### src/rtl/memmap_pkg.sv
package memmap_pkg;
  localparam int ADDR_W  = 16;
  localparam int DATA_W  = 16;
  localparam int NUM_TGT = 4;

  // target index order is the tgt_sel bit order
  typedef enum logic [1:0] {
    TGT_ROM = 2'd0,
    TGT_OUT = 2'd1,
    TGT_FBW = 2'd2,
    TGT_RAM = 2'd3
  } tgt_e;

  // region bases (naturally aligned to their power-of-two size)
  localparam logic [ADDR_W-1:0] TGT_BASE [NUM_TGT] = '{16'h0000, 16'h4000, 16'h4100, 16'h8000};
  // log2 of region size in words
  localparam int TGT_LOG2 [NUM_TGT] = '{14, 0, 2, 15};
  // direction permissions, bit i = target i
  localparam logic [NUM_TGT-1:0] RD_PERM = 4'b1101;
  localparam logic [NUM_TGT-1:0] WR_PERM = 4'b1110;
endpackage

### src/rtl/region_decode.sv
module region_decode
  import memmap_pkg::*;
#(
  parameter int AW = ADDR_W,
  parameter int NT = NUM_TGT
) (
  input  logic [AW-1:0] addr,
  output logic [NT-1:0] hit,
  output logic [AW-1:0] offset
);
  logic [AW-1:0] off_part [NT];

  for (genvar i = 0; i < NT; i++) begin : g_region
    localparam logic [AW-1:0] SPAN = AW'(1) << TGT_LOG2[i];
    localparam logic [AW-1:0] MASK = ~(SPAN - AW'(1));
    localparam logic [AW-1:0] BASE = AW'(TGT_BASE[i]);
    assign hit[i]      = (addr & MASK) == BASE;
    assign off_part[i] = hit[i] ? (addr - BASE) : '0;
  end

  // regions are disjoint, so at most one part is nonzero
  always_comb begin
    offset = '0;
    for (int i = 0; i < NT; i++) offset |= off_part[i];
  end
endmodule

### src/rtl/access_check.sv
module access_check
  import memmap_pkg::*;
#(
  parameter int NT = NUM_TGT
) (
  input  logic [NT-1:0] hit,
  input  logic          is_write,
  input  logic          fire,
  output logic [NT-1:0] sel,
  output logic          fault
);
  logic [NT-1:0] perm;
  logic [NT-1:0] granted;

  assign perm    = is_write ? WR_PERM[NT-1:0] : RD_PERM[NT-1:0];
  assign granted = hit & perm;
  assign sel     = fire ? granted : '0;
  assign fault   = ~|granted;
endmodule

### src/rtl/rsp_stage.sv
module rsp_stage
  import memmap_pkg::*;
#(
  parameter int DW = DATA_W,
  parameter int NT = NUM_TGT
) (
  input  logic           clk,
  input  logic           rst_n,
  input  logic           fire,
  input  logic           fault,
  input  logic           is_write,
  input  logic [NT-1:0]  sel,
  input  logic [NT*DW-1:0] tgt_rdata,
  input  logic           rsp_ready,
  output logic           rsp_valid,
  output logic [DW-1:0]  rsp_rdata,
  output logic           rsp_err
);
  logic [DW-1:0] rmux;

  always_comb begin
    rmux = '0;
    if (!is_write) begin
      for (int i = 0; i < NT; i++)
        if (sel[i]) rmux |= tgt_rdata[i*DW +: DW];
    end
  end

  always_ff @(posedge clk or negedge rst_n) begin
    if (!rst_n) begin
      rsp_valid <= 1'b0;
      rsp_rdata <= '0;
      rsp_err   <= 1'b0;
    end else if (fire) begin
      rsp_valid <= 1'b1;
      rsp_rdata <= rmux;
      rsp_err   <= fault;
    end else if (rsp_ready) begin
      rsp_valid <= 1'b0;
    end
  end
endmodule

### src/rtl/memmap_decoder.sv
module memmap_decoder
  import memmap_pkg::*;
#(
  parameter int AW = ADDR_W,
  parameter int DW = DATA_W,
  parameter int NT = NUM_TGT
) (
  input  logic             clk,
  input  logic             rst_n,
  input  logic             req_valid,
  output logic             req_ready,
  input  logic             req_write,
  input  logic [AW-1:0]    req_addr,
  input  logic [DW-1:0]    req_wdata,
  output logic             rsp_valid,
  input  logic             rsp_ready,
  output logic [DW-1:0]    rsp_rdata,
  output logic             rsp_err,
  output logic [NT-1:0]    tgt_sel,
  output logic             tgt_write,
  output logic [AW-1:0]    tgt_offset,
  output logic [DW-1:0]    tgt_wdata,
  input  logic [NT*DW-1:0] tgt_rdata
);
  logic [NT-1:0] hit;
  logic          fire;
  logic          fault;

  assign req_ready = !rsp_valid || rsp_ready;
  assign fire      = req_valid && req_ready;
  assign tgt_write = req_write;
  assign tgt_wdata = req_wdata;

  region_decode #(.AW(AW), .NT(NT)) u_dec (
    .addr   (req_addr),
    .hit    (hit),
    .offset (tgt_offset)
  );

  access_check #(.NT(NT)) u_chk (
    .hit      (hit),
    .is_write (req_write),
    .fire     (fire),
    .sel      (tgt_sel),
    .fault    (fault)
  );

  rsp_stage #(.DW(DW), .NT(NT)) u_rsp (
    .clk       (clk),
    .rst_n     (rst_n),
    .fire      (fire),
    .fault     (fault),
    .is_write  (req_write),
    .sel       (tgt_sel),
    .tgt_rdata (tgt_rdata),
    .rsp_ready (rsp_ready),
    .rsp_valid (rsp_valid),
    .rsp_rdata (rsp_rdata),
    .rsp_err   (rsp_err)
  );
endmodule

### config.mk
export PLATFORM = sky130hd
export DESIGN_NAME = memmap_decoder
export DESIGN_NICKNAME = d
export VERILOG_FILES = /design/src/rtl/memmap_pkg.sv /design/src/rtl/region_decode.sv /design/src/rtl/access_check.sv /design/src/rtl/rsp_stage.sv /design/src/rtl/memmap_decoder.sv
export SDC_FILE = /design/constraint.sdc
export NUM_CORES = 1
export LEC_CHECK = 0
export BUFFER_PORTS_ARGS = -buffer_cell sky130_fd_sc_hd__buf_2
export CORE_UTILIZATION = 38
export CTS_BUF_LIST = sky130_fd_sc_hd__clkbuf_16
export CTS_CLUSTER_SIZE = 12
export DETAILED_ROUTE_END_ITERATION = 6
export PLACE_DENSITY = 0.95
export SYNTH_ARGS = -nofsm -noshare
export SYNTH_HDL_FRONTEND = slang
export SYNTH_SLANG_ARGS = --single-unit
export TNS_END_PERCENT = 100
### constraint.sdc
create_clock -name clk -period 4.94 [get_ports clk]
set_input_delay 0.988 -clock clk [delete_from_list [all_inputs] [get_ports clk]]
set_output_delay 0.988 -clock clk [all_outputs]
set_load 0.02 [all_outputs]
==> results.toml <==
[floorplan]
start_util_pct = 40.7
ios = 157
die_x_um = 65.3
core_area_mm2 = 0.00374
die-area_mm2 = 0.00427
die_y_um = 65.3
rows = 22

[yosys]
synth_edf_count = 0
synth.distinct_cells = 38
seq_area_frac_synth_pct = 29.6
synth_top_family_by_area = "compound AO/OA/AOI/OAI gates"
synth_seq_cells = 18
synthAdderAreaFrac_pct = 4.93
synth-warning-count = 0
synthCells = 184
synth-simple-area-share_pct = 19.8
async_reset_ff_share_pct = 100
syn_area_mm2 = 0.00152
synth_fp_nets = 291
muxShareOfSynthArea_pct = 0
synth_compound_area_share_pct = 31.9
synth_xor_xnor_area_share_pct = 0
synthFlopType = "dfrtp_1"
synth.avg_cell_area_um2 = 8.28

[grt]
grt_util_all_layers_pct = 19.5
grt_pass1_wl_mm = 6.56
first_global_vias = 1561
grt_max_degree = 24
antenna_found_initial = 0
grt.overflow.total = 0

[cts]
cts_hold_buf = 0
cts_max_level = 1
tritoncts = "done"
clk-insertion-delay-late_ns = 0.24
clkSinkCount = 18
post_cts_resized = 0
numCtsBuffers = 3
clkTransAtPathRegs_ns = 0.05
clockRootBuffer = "clkbuf_16"
cts_setup_buffers = 0
clockBufferDepth = 2

[timing]
clock.fmax_mhz = 240
slew_headroom_pct = 52.8
worst_pin_slew_ns = 0.709
finalClockSkew_ns = 0.00107
holdWs_ns = 0.465
postLayoutSetupSlackWorst_ns = 0.780
finalSetupViolCount = 0
final.setup.tns_ns = 0
rsz0062_at_grt = "no"
fin_crit_ns = 4.16
hold_violations = 0
period_share_pct = 84.2
drv_slew = 0

[power]
total_power_w = 0.000476
powerDensity_mw_per_mm2 = 235
leakage_nw = 1.11
vdd.ir_drop.worst_mv = 0.104

[final_layout]
fin_area_mm2 = 0.00203
final_cell_mix = "buf_2, nand2_1, dfrtp_1"
diodes = 0
finalNetCount = 378
final_common_cell = "buf_2"
drive_gt1_share_pct = 49.4
nFillCells = 363
area_growth_pct = 33.3

[drt]
num_vias = 1697
drc_errors = 0
ant_nets = 0
drtIter0Drc = 93
wl_per_cell_um = 13.3
via_per_inst = 5.35
totalWireLength_mm = 4.21
dr.pass1.iters = 4

[min_path]
min-delay-path-class = "flip-flop to flip-flop"
hp-start = "u_rsp.rsp_rdata[13]"
hold_depth = 2
whs_endpoint = "u_rsp.rsp_rdata[13]"

[critical_path]
r2r.worst_path.cells = 4
crit_type = "input pin to primary output"
path_max_fanout = 23
r2r_slack_ns = 3.53
crit_arrival_ns = 3.17
crit_required_ns = 3.95
reg2reg_from = "u_rsp.rsp_valid"
endpoint_kind = "primary output"
start_kind = "input pin"
worst_r2r_endpoint = "u_rsp.rsp_rdata[3]"

[flow_run]
max_cap_viol_count = 0

[place]
hpwl_mm = 3.30
placedInstanceArea_mm2 = 0.00196
io_buffers = 108
pre_cts_ws_ns = 0.740
gp_congestion = 0.871

[outcome]
status = "finished, final reports clean"
## layer usage
layer | global-route usage [%] | routed length (µm)
met5 | 0 | 0
met4 | 7.61 | 66
met3 | 2.26 | 324
met2 | 37.6 | 2120
met1 | 21.2 | 1700
## flip-flops by register name, summed over array words and instances, names as in the netlist
signal,cells
u_rsp.rsp_err,1
u_rsp.rsp_valid,1
u_rsp.rsp_rdata,16
## through the flow
stage,util [%],instances
2_1_floorplan,-,184
3_3_place_gp,52.2,314
3_5_place_dp,52.2,314
4_1_cts,54.2,317
5_1_grt,54.2,317
6_report,54.2,317
## worst max path at each step
stage | startpoint | end | depth (start not counted)
2_1_floorplan | req_addr[15] | tgt_offset[8] | 7
3_3_place_gp | req_addr[15] | tgt_offset[8] | 8
3_5_place_dp | req_addr[15] | tgt_offset[9] | 8
4_1_cts | req_addr[15] | tgt_offset[9] | 8
5_1_grt | req_addr[15] | tgt_offset[8] | 8
6_report | req_addr[15] | tgt_offset[9] | 8
## report_power, final
group / leakage [nW] / internal (W) / switching [W]
Sequential: 0.236 / 0.000162 / 0.00000671
Combinational: 0.834 / 0.0000633 / 0.0000926
Clock: 0.0370 / 0.000106 / 0.0000457
Total: 1.11 / 0.000331 / 0.000145
## layout make-up
type                       count  area (µm²)  area share [%]
clock buffer                   3        75.1            3.70
inverter                       7        26.3            1.29
multi-input combinational    131         863            42.5
sequential                    18         450            22.2
tap                           48        60.1            2.96
timing repair buffer         110         556            27.4
## synth_stat cells (2+ instances only)
master | count | area share [%]
clkbuf_1 | 8 | 2.0
nand2_1 | 26 | 6.4
o21ai_2 | 7 | 4.0
nor2b_1 | 5 | 2.1
buf_6 | 2 | 1.5
a21oi_1 | 12 | 3.9
inv_1 | 7 | 1.7
and2_1 | 2 | 0.82
nand2b_1 | 2 | 0.82
a21oi_2 | 7 | 4.0
ha_1 | 6 | 4.9
o21ai_0 | 8 | 2.6
o21ai_1 | 12 | 3.9
a21o_1 | 2 | 0.98
buf_4 | 17 | 8.4
o21a_1 | 2 | 0.98
a22o_1 | 16 | 9.2
dfrtp_1 | 18 | 30
nor2_1 | 6 | 1.5
## worst max-delay path: stages
cell and delay, ns:
buf_2 0.24, inv_1 0.21, ha_1 0.16, or4b_1 0.53, nor4_1 0.59, o21ai_0 0.18
o21ai_1 0.10, buf_2 0.18
## cell families after synthesis
group                    count (synthesis)
adder cells (fa/ha/maj)                  6
buffers and inverters                   35
AND/OR/NAND/NOR                         55
flip-flops                              18
AO/OA/AOI/OAI                           70
(Power assumes the default switching activity.)
